`config.mk`:
```
export PLATFORM = sky130hd
export DESIGN_NAME = ncl_mux_dr
export DESIGN_NICKNAME = d
export VERILOG_FILES = /design/src/rtl/ncl_mux_pkg.sv /design/src/rtl/ncl_th_gate.sv /design/src/rtl/ncl_and_plane.sv /design/src/rtl/ncl_rail_merge.sv /design/src/rtl/ncl_mux_dr.sv
export SDC_FILE = /design/constraint.sdc
export NUM_CORES = 1
export LEC_CHECK = 0
export BUFFER_PORTS_ARGS = -buffer_cell sky130_fd_sc_hd__buf_2
export CAP_MARGIN = 20
export CORE_AREA = 2 2 39 41
export DETAILED_ROUTE_END_ITERATION = 8
export DIE_AREA = 0 0 41 43
export GPL_ROUTABILITY_DRIVEN = 1
export PLACE_DENSITY = 0.49
export SLEW_MARGIN = 40
export SYNTH_ARGS = -nofsm -noshare
export SYNTH_HDL_FRONTEND = slang
export SYNTH_SLANG_ARGS = --single-unit
```
`constraint.sdc`:
```
create_clock -name clk -period 0.98 [get_ports clk]
set_input_delay 0.098 -clock clk [delete_from_list [all_inputs] [get_ports clk]]
set_output_delay 0.098 -clock clk [all_outputs]
set_load 0.005 [all_outputs]
```
`src/rtl/ncl_mux_pkg.sv`:
```
package ncl_mux_pkg;

    localparam int NUM_IN  = 3;
    localparam int A_IDX   = 0;
    localparam int B_IDX   = 1;
    localparam int SEL_IDX = 2;
    localparam int FULL_TERMS = 1 << NUM_IN;
    localparam int RED_TERMS  = 4;

    typedef struct packed {
        logic t;
        logic f;
    } rail_pair_t;

    typedef rail_pair_t [NUM_IN-1:0] rail_vec_t;

    function automatic int term_count(input bit reduced);
        return reduced ? RED_TERMS : FULL_TERMS;
    endfunction

    // result of the mux for a combination index {sel, b, a}
    function automatic logic mux_truth(input int idx);
        logic [NUM_IN-1:0] v;
        v = NUM_IN'(idx);
        return v[SEL_IDX] ? v[B_IDX] : v[A_IDX];
    endfunction

    function automatic logic rail_of(input rail_pair_t p, input logic v);
        return v ? p.t : p.f;
    endfunction

    function automatic logic any_rail(input rail_pair_t p);
        return p.t | p.f;
    endfunction

endpackage

```
`src/rtl/ncl_th_gate.sv`:
```
module ncl_th_gate #(
    parameter int N = 3
) (
    input  logic         clk,
    input  logic         rst,
    input  logic [N-1:0] in,
    output logic         q
);

    logic state;

    // hysteresis: set on all-high, clear on all-low, otherwise keep
    always_ff @(posedge clk) begin
        if (rst) begin
            state <= 1'b0;
        end else if (&in) begin
            state <= 1'b1;
        end else if (~|in) begin
            state <= 1'b0;
        end
    end

    assign q = state;

endmodule

```
`src/rtl/ncl_and_plane.sv`:
```
module ncl_and_plane
    import ncl_mux_pkg::*;
#(
    parameter bit REDUCED = 1'b0,
    parameter int NT      = term_count(REDUCED)
) (
    input  logic          clk,
    input  logic          rst,
    input  rail_vec_t     ins,
    output logic [NT-1:0] hit,
    output logic [NT-1:0] one
);

    if (!REDUCED) begin : g_canon
        for (genvar i = 0; i < NT; i++) begin : g_term
            logic [NUM_IN-1:0] pick;
            for (genvar j = 0; j < NUM_IN; j++) begin : g_pick
                localparam bit VAL = ((i >> j) & 1) == 1;
                assign pick[j] = rail_of(ins[j], VAL);
            end
            ncl_th_gate #(.N(NUM_IN)) u_gate (
                .clk (clk),
                .rst (rst),
                .in  (pick),
                .q   (hit[i])
            );
            assign one[i] = mux_truth(i);
        end
    end else begin : g_reduced
        for (genvar k = 0; k < NT; k++) begin : g_term
            localparam bit SV   = k >= 2;
            localparam bit DV   = (k % 2) == 1;
            localparam int DIDX = SV ? B_IDX : A_IDX;
            localparam int OIDX = SV ? A_IDX : B_IDX;
            logic [2:0] pick;
            assign pick[0] = rail_of(ins[SEL_IDX], SV);
            assign pick[1] = rail_of(ins[DIDX], DV);
            // completeness term for the unselected data input
            assign pick[2] = any_rail(ins[OIDX]);
            ncl_th_gate #(.N(3)) u_gate (
                .clk (clk),
                .rst (rst),
                .in  (pick),
                .q   (hit[k])
            );
            assign one[k] = DV;
        end
    end

endmodule

```
`src/rtl/ncl_rail_merge.sv`:
```
module ncl_rail_merge
    import ncl_mux_pkg::*;
#(
    parameter int NT = 8
) (
    input  logic [NT-1:0] hit,
    input  logic [NT-1:0] one,
    output rail_pair_t    z
);

    always_comb begin
        z.t = |(hit & one);
        z.f = |(hit & ~one);
    end

endmodule

```
`src/rtl/ncl_mux_dr.sv`:
```
module ncl_mux_dr
    import ncl_mux_pkg::*;
#(
    parameter bit REDUCED = 1'b0
) (
    input  logic clk,
    input  logic rst,
    input  logic a_f,
    input  logic a_t,
    input  logic b_f,
    input  logic b_t,
    input  logic s_f,
    input  logic s_t,
    output logic z_f,
    output logic z_t
);

    localparam int NT = term_count(REDUCED);

    rail_vec_t     ins;
    logic [NT-1:0] hit;
    logic [NT-1:0] one;
    rail_pair_t    z;

    assign ins[A_IDX]   = '{t: a_t, f: a_f};
    assign ins[B_IDX]   = '{t: b_t, f: b_f};
    assign ins[SEL_IDX] = '{t: s_t, f: s_f};

    ncl_and_plane #(.REDUCED(REDUCED), .NT(NT)) u_plane (
        .clk (clk),
        .rst (rst),
        .ins (ins),
        .hit (hit),
        .one (one)
    );

    ncl_rail_merge #(.NT(NT)) u_merge (
        .hit (hit),
        .one (one),
        .z   (z)
    );

    assign z_t = z.t;
    assign z_f = z.f;

endmodule

```
## Word-level counts from Yosys, hierarchy flattened

Index checks and enable logic that the tools add are counted.

- Output and inout bits: 2
- Bits in registers: 8
- Input port bits: 8
- Logic and storage cells: 50

- Multiplexer cells: 16
- Eq/ne operators: 8
- Reduce and logical (&&, ||, !) cells: 18

Operators with widths:

| operator | count |
|---|---|
| AND reduction 3 bit | 8 |
| OR reduction 3 bit | 8 |
| two-way mux 1 bit | 16 |
| inequality test 2 bit, second input constant | 8 |
| OR reduction 4 bit | 2 |

## Logic depth before layout (Yosys ltp)

Gate-level depths: netlist of the first run.

- Depth after elaboration: 3
- Gate-level depth with buffers: 3
- Gate-level depth less buffers: 2

## Cells and area by module

A second synthesis of the first run with hierarchy kept.

- Cell total of the unflattened synthesis: 68
- Area, all modules: 506.7 um^2

Modules (own cells, without submodules):

| module | area an instance (um^2) | sequential area each (um^2) | instances | cells an instance |
|---|---|---|---|---|
| ncl_th_gate | 42.5 | 20.0 | 8 | 5 |
| ncl_rail_merge | 98.8 | 0.0 | 1 | 18 |
| ncl_and_plane | 67.6 | 0.0 | 1 | 10 |

## Worst setup path before layout of the first run

No wires, ideal clock.

- Kind: reg-to-output
- Start: register u_plane.g_canon.g_term[5].u_gate.state
- End: output z_f
- Data arrival time: 817 ps
- Path slack: 65 ps
- Path buffers: 0
- Required time: 882 ps
- Cell stages (with the launch flop): 2
- Cell sequence: dfxtp_1 or4_1

- Word-level cells in the longest chain between the ends: 1

RTL lines:

| element | RTL line | RTL |
|---|---|---|
| from (decl) | ncl_th_gate.sv:10 | `logic state;` |
| from (signal assigned) | ncl_th_gate.sv:15 | `state <= 1'b0;` |
| from (signal assigned) | ncl_th_gate.sv:17 | `state <= 1'b1;` |
| from (signal assigned) | ncl_th_gate.sv:19 | `state <= 1'b0;` |
| OR reduction 4 bit | ncl_rail_merge.sv:13 | `z.f = \|(hit & ~one);` |
| to (decl) | ncl_mux_dr.sv:14 | `output logic z_f,` |

No other way between the ends.

## Worst setup path in the final report of the first run

- Start: register u_plane.g_canon.g_term[3].u_gate.state
- End: output z_t

- Word-level cells in the longest chain between the ends: 1

RTL lines:

| element | RTL line | RTL |
|---|---|---|
| from (decl) | ncl_th_gate.sv:10 |  |
| from (signal assigned) | ncl_th_gate.sv:15 |  |
| from (signal assigned) | ncl_th_gate.sv:17 |  |
| from (signal assigned) | ncl_th_gate.sv:19 |  |
| OR reduction 4 bit | ncl_rail_merge.sv:12 | `z.t = \|(hit & one);` |
| to (decl) | ncl_mux_dr.sv:15 | `output logic z_t` |

No other way between the ends.

==> flow_metrics.py, run 1 <==
metrics = {
    "die": {
        "core_area_mm2": 0.00138,
        "start_util": 0.247,
        "die_x_um": 41,
        "row_count": 14,
        "die_h_um": 43,
        "fp.dieArea_mm2": 0.00176,
        "ios": 10,
    },
    "pwr": {
        "switchingPower_mw": 0.183,
        "power_density_mw_per_mm2": 1620,
        "internal-power_mw": 0.567,
        "clkPwrFrac": 0.325,
        "total_power_mw": 0.750,
        "swShare": 0.244,
        "peakVddDrop_v": 0.000579,
        "combPwrFrac": 0.188,
        "power.leakage_nw": 0.188,
        "power_frac_seq": 0.487,
    },
    "final_layout": {
        "layout_common_cells": "9 x buf_2, 8 x a21oi_1, 7 x dfxtp_1",
        "final_cells": 72,
        "design_area_um2": 463,
        "nNetsFinal": 66,
        "largest_reg_flops": 8,
        "layout_commonest_cell": "buf_2",
        "drive_above_1_share": 0.321,
        "final_core_util": 0.335,
        "antenna_cells": 0,
        "area_growth_pct": 35.5,
    },
    "run_status": {
        "status": "finished, violations left",
        "violations": "setup timing",
    },
    "placement": {
        "place_ws_ns": -0.0546,
        "place_hpwl_um": 539,
        "gp_congestion": 0.607,
        "placedCellCount": 69,
        "numPortBuffers": 9,
        "place_area_um2": 439,
    },
    "run": {
        "cap_violations": 0,
    },
    "routing": {
        "num_vias": 367,
        "drc_errors": 0,
        "routed_wl_um": 761,
        "first_pass_iters": 4,
        "drt_iter0_drc": 5,
        "ant_nets": 0,
        "vias_per_cell": 5.10,
        "wire_per_inst_um": 10.6,
    },
    "timing": {
        "tightest_slew_ns": 0.233,
        "drv_slew": 0,
        "setup_viol": 2,
        "hold_violations": 0,
        "fin_skew_ns": 0,
        "slew_headroom": 0.844,
        "rsz0062_at_grt": "yes",
        "period_share": 1.35,
        "period_needed_ns": 1.32,
        "setup_tns_ns": -0.649,
        "timing.hold.ws_ns": 0.167,
        "fin_ws_ns": -0.341,
        "fmax_mhz": 757,
    },
    "setup_path": {
        "worst_path_largest_cell_delay_ns": 0.52,
        "r2r_start": "u_plane.g_canon.g_term[4].u_gate.q",
        "critical_path_class": "reg -> out",
        "worstPathRequired_ns": 0.88,
        "arrival_ns": 1.22,
        "cp_top_family": "simple AND/OR/NAND/NOR gates",
        "path_max_fanout": 2,
        "path_cells": "or4_1 > buf_2",
        "worst_path_max_delay_cell": "or4_1",
        "crit_start": "u_plane.g_canon.g_term[3].u_gate.q",
        "critPathBufInv": 1,
        "cp-start-kind": "register",
        "end_kind": "output pin",
    },
    "synthesis": {
        "synth_cell_types": 10,
        "ys_seq_area_frac": 0.469,
        "synth_nets": 48,
        "ys_seq_elements": 8,
        "ys_warn_count": 0,
        "postSynthAreaPerCell_um2": 8.54,
        "syn_area_um2": 342,
        "syn_inst": 40,
    },
    "cts": {
        "cts_buffers": 3,
        "clock_latency_ns": 0.25,
        "cts_tree": "done",
        "cts-root-buf": "clkbuf_4",
        "cts_setup_buffers": 0,
        "clock_sinks": 8,
        "cts_max_level": 1,
        "clk_pin_slew_ns": 0.05,
        "cts_hold_buf": 0,
        "clockBufferDepth": 2,
    },
    "global_routing": {
        "grt_pass1_wl_mm": 1.18,
        "grt_pass1_vias": 296,
        "grt_max_degree": 13,
        "grt_overflow": 0,
        "grt_antenna_before_repair": 0,
        "grt_usage": 0.104,
    },
    "worst_hold_path": {
        "hold_start": "s_f",
        "hold_class": "in -> reg",
    },
}
==> Yosys cell counts, drive strengths merged <==
library cell | count | share of area
a21oi | 8 | 0.12
dfxtp | 8 | 0.47
o21ai | 6 | 0.088
o22ai | 6 | 0.11
nand2b | 4 | 0.073
inv | 2 | 0.022
o32ai | 2 | 0.051
or4 | 2 | 0.044
buf | 1 | 0.015
nor2 | 1 | 0.011
==> kinds of logic (layout without fill, tap and decap cells) <==
group / Yosys count / after routing / synth area share
AND/OR/NAND/NOR: 7 / 7 / 0.128
buffers and inverters: 3 / 19 / 0.0366
AO/OA/AOI/OAI: 22 / 22 / 0.366
flip-flops: 8 / 8 / 0.469
==> routing by layer <==
| layer | track usage | vias up | wire (um) |
|---|---|---|---|
| met5 | 0 | - | 0 |
| met4 | 0.100 | 0 | 21 |
| met3 | 0.0314 | 4 | 46 |
| met2 | 0.131 | 15 | 324 |
| met1 | 0.130 | 159 | 369 |
| li1 | - | 189 | - |
==> cell type report <==
cell class              instances  area (um2)
fillers                       137         921
well taps                      16        20.0
inverters                       2        7.51
flip-flops and latches          8         161
multi-input cells              29         169
repair buffers                 14        82.6
clock buffers                   3        22.5
==> path summary, 6_finish.rpt <==
| kind | endpoint | slack (ns) | cells after the start |
|---|---|---|---|
| setup / recovery | z_t | -0.34 | 2 |
| hold / removal | u_plane.g_canon.g_term[2].u_gate.q | 0.17 | 3 |
| setup reg to reg | u_plane.g_canon.g_term[4].u_gate.q | 0.20 | 3 |
| hold reg to reg | u_plane.g_canon.g_term[0].u_gate.q | 0.50 | 2 |
==> power groups by stage <==
stage	clock network, mW	logic, mW	registers, mW
2_1_floorplan	0	0.0677	0.369
3_3_place_gp	0	0.139	0.371
3_5_place_dp	0	0.140	0.371
4_1_cts	0.256	0.142	0.365
5_1_grt	0.271	0.157	0.367
6_report	0.244	0.141	0.365
==> worst reg2reg max path, delay by kind of cell, from the launching register on <==
kind                   cells  cell delay (ns)
DFF                        1             0.32
AOI/OAI and AO/OA          1             0.24
buffers and inverters      2             0.14
==> timing repair <==
action	CTS	global route
endpoints found under the setup margin	2	2
gates resized for setup	1	0
pin swaps	1	0
(Power assumes the default switching activity.)
==> run 2, diff against run 1 <==
--- a/config.mk
+++ b/config.mk
@@ -8,11 +8,14 @@
 export BUFFER_PORTS_ARGS = -buffer_cell sky130_fd_sc_hd__buf_2
 export CAP_MARGIN = 20
 export CORE_AREA = 2 2 39 41
+export CTS_CLUSTER_SIZE = 10
 export DETAILED_ROUTE_END_ITERATION = 8
 export DIE_AREA = 0 0 41 43
 export GPL_ROUTABILITY_DRIVEN = 1
-export PLACE_DENSITY = 0.49
+export GPL_TIMING_DRIVEN = 1
+export PLACE_DENSITY = 0.63
 export SLEW_MARGIN = 40
 export SYNTH_ARGS = -nofsm -noshare
 export SYNTH_HDL_FRONTEND = slang
+export SYNTH_HIERARCHICAL = 1
 export SYNTH_SLANG_ARGS = --single-unit
==> flow_metrics.py, run 2 <==
metrics = {
    "run_status": {
        "status": "finished, violations left",
        "violations": "setup timing",
    },
    "placement": {
        "place_hpwl_um": 784,
        "numPortBuffers": 9,
        "place_area_um2": 566,
        "gp_congestion": 0.732,
        "placedCellCount": 95,
    },
    "setup_path": {
        "path_cells": "inv_1 > o22ai_1 > or4_1 > buf_2",
        "end_kind": "output pin",
        "r2r_start": "u_plane/g_canon.g_term[7].u_gate/q",
        "worst_path_largest_cell_delay_ns": 0.48,
        "crit_start": "u_plane/g_canon.g_term[2].u_gate/q",
        "cp_top_family": "simple AND/OR/NAND/NOR gates",
        "critical_path_class": "reg -> out",
        "reg2reg_depth": 3,
        "path_max_fanout": 2,
        "worstPathRequired_ns": 0.88,
        "arrival_ns": 1.29,
        "path_depth": 4,
        "cp-start-kind": "register",
        "critPathBufInv": 2,
        "ff2ff_setup_slack_ns": 0.20,
        "r2r_end": "u_plane/g_canon.g_term[7].u_gate/q",
        "worst_path_max_delay_cell": "or4_1",
        "crit_path_end": "z_f",
    },
    "final_layout": {
        "nNetsFinal": 94,
        "final_cells": 100,
        "area_growth_pct": 23.5,
        "design_area_um2": 626,
        "layout_common_cells": "12 x o22ai_1, 9 x buf_2",
        "drive_above_1_share": 0.310,
        "layout_commonest_cell": "o22ai_1",
        "largest_reg_flops": 8,
        "antenna_cells": 0,
        "fill_cells": 152,
    },
    "synthesis": {
        "syn_area_um2": 507,
        "ys_seq_area_frac": 0.316,
        "synth-edff-count": 0,
        "synth_top_area_frac": 0.316,
        "async_flop_share": 0,
        "synth.largest_area_cell": "dfxtp_1",
        "postSynthAreaPerCell_um2": 7.45,
        "ys_warn_count": 6,
        "synth_area_leaders": "dfxtp_1 32%, o22ai_1 15%, buf_4 12%, nand2b_1 9.9%, a21oi_1 7.9%",
        "ys_seq_elements": 8,
        "synth_ff_type": "dfxtp_1",
        "syn_inst": 68,
        "synth_cell_types": 11,
        "synthMostInstantiatedCell": "o22ai_1",
    },
    "routing": {
        "drc_errors": 0,
        "drt_iter0_drc": 7,
        "wire_per_inst_um": 10.6,
        "vias_per_cell": 5.01,
        "routed_wl_mm": 1.06,
        "num_vias": 501,
        "first_pass_iters": 6,
        "ant_nets": 0,
    },
    "cts": {
        "cts_buffers": 3,
        "clock_sinks": 8,
        "clk_pin_slew_ns": 0.05,
        "cts_tree": "done",
        "clock_latency_ns": 0.25,
        "cts_hold_buf": 0,
        "cts-root-buf": "clkbuf_4",
        "cts_max_level": 1,
        "clockBufferDepth": 2,
    },
    "timing": {
        "drv_slew": 0,
        "hold_violations": 0,
        "rsz0062_at_grt": "yes",
        "fin_ws_ns": -0.404,
        "fin_skew_ns": 0,
        "period_needed_ns": 1.38,
        "fmax_mhz": 722,
        "period_share": 1.41,
        "setup_viol": 2,
    },
    "global_routing": {
        "grt_max_degree": 17,
        "grt_usage": 0.157,
        "grt_pass1_vias": 454,
        "grt_pass1_wl_mm": 1.87,
        "grt_antenna_before_repair": 0,
        "grt_overflow": 0,
    },
    "die": {
        "ios": 10,
        "start_util": 0.366,
        "core_area_mm2": 0.00138,
        "fp.dieArea_mm2": 0.00176,
        "die_h_um": 43,
        "row_count": 14,
        "die_x_um": 41,
    },
    "run": {
        "cap_violations": 0,
    },
    "pwr": {
        "peakVddDrop_v": 0.000606,
        "power_density_mw_per_mm2": 1320,
        "power.leakage_nw": 0.249,
    },
    "worst_hold_path": {
        "hold_class": "in -> reg",
        "worstHoldPathCells": 3,
    },
}
run 2: worst min-delay path, cell delays in order:
cell	delay (ns)
buf_2	0.13
nand2b_1	0.07
o22ai_1	0.05
run 2: worst min path at each step:
| stage | start | to | slack [ns] |
|---|---|---|---|
| after floorplan | rst | u_plane/g_canon.g_term[2].u_gate/q | 0.20 |
| after global placement | b_t | u_plane/g_canon.g_term[2].u_gate/q | 0.40 |
| after detailed placement | b_t | u_plane/g_canon.g_term[2].u_gate/q | 0.40 |
| after CTS | b_t | u_plane/g_canon.g_term[2].u_gate/q | 0.13 |
| after global routing | b_t | u_plane/g_canon.g_term[7].u_gate/q | 0.13 |
| final | b_t | u_plane/g_canon.g_term[2].u_gate/q | 0.14 |
run 2: final cells by class:
type	instances	area, um2	area share
repair buffers	15	90.1	0.144
well taps	16	20.0	0.0320
clock buffers	3	22.5	0.0360
flip-flops and latches	8	169	0.270
multi-input cells	50	294	0.470
inverters	8	30.0	0.0480
run 2: through the flow:
stage                     setup TNS (ns)  hold slack (ns)  worst slack [ns]  total power [mW]   util
after global routing              -0.574            0.132            -0.451             0.887  0.452
after CTS                         -0.492            0.131            -0.421             0.835  0.447
after global placement            -0.132            0.395            -0.132             0.554  0.409
final                             -0.471            0.138            -0.404             0.824  0.452
after floorplan                  -0.0335            0.204           -0.0335             0.497      -
after detailed placement          -0.142            0.401            -0.142             0.562  0.409
run 2: layer usage:
metal,up-vias,wire length [um],GRT usage
met5,-,0,0
met4,0,9,0.100
met3,2,33,0.0314
met2,5,527,0.219
met1,225,484,0.212
li1,269,-,-
run 2: report_power, final:
part           switching [mW]  internal, mW  total [mW]  leakage, nW
registers              0.0173         0.353       0.370       0.0680
logic                   0.103         0.104       0.207        0.167
clock network           0.107         0.140       0.247       0.0138
total                   0.227         0.597       0.824        0.249
run 2: logic make-up after synthesis:
family | Yosys count | share of synthesized area
AND/OR/NAND/NOR | 10 | 0.126
AO/OA/AOI/OAI | 32 | 0.365
buffers and inverters | 16 | 0.178
flip-flops | 8 | 0.316
other | 2 | 0.0148
run 2: what timing repair did:
action                                  in CTS  in global routing
buffers inserted                             2                  0
endpoints found under the setup margin       2                  2
resized for setup                            6                  2
pin swaps                                    2                  0
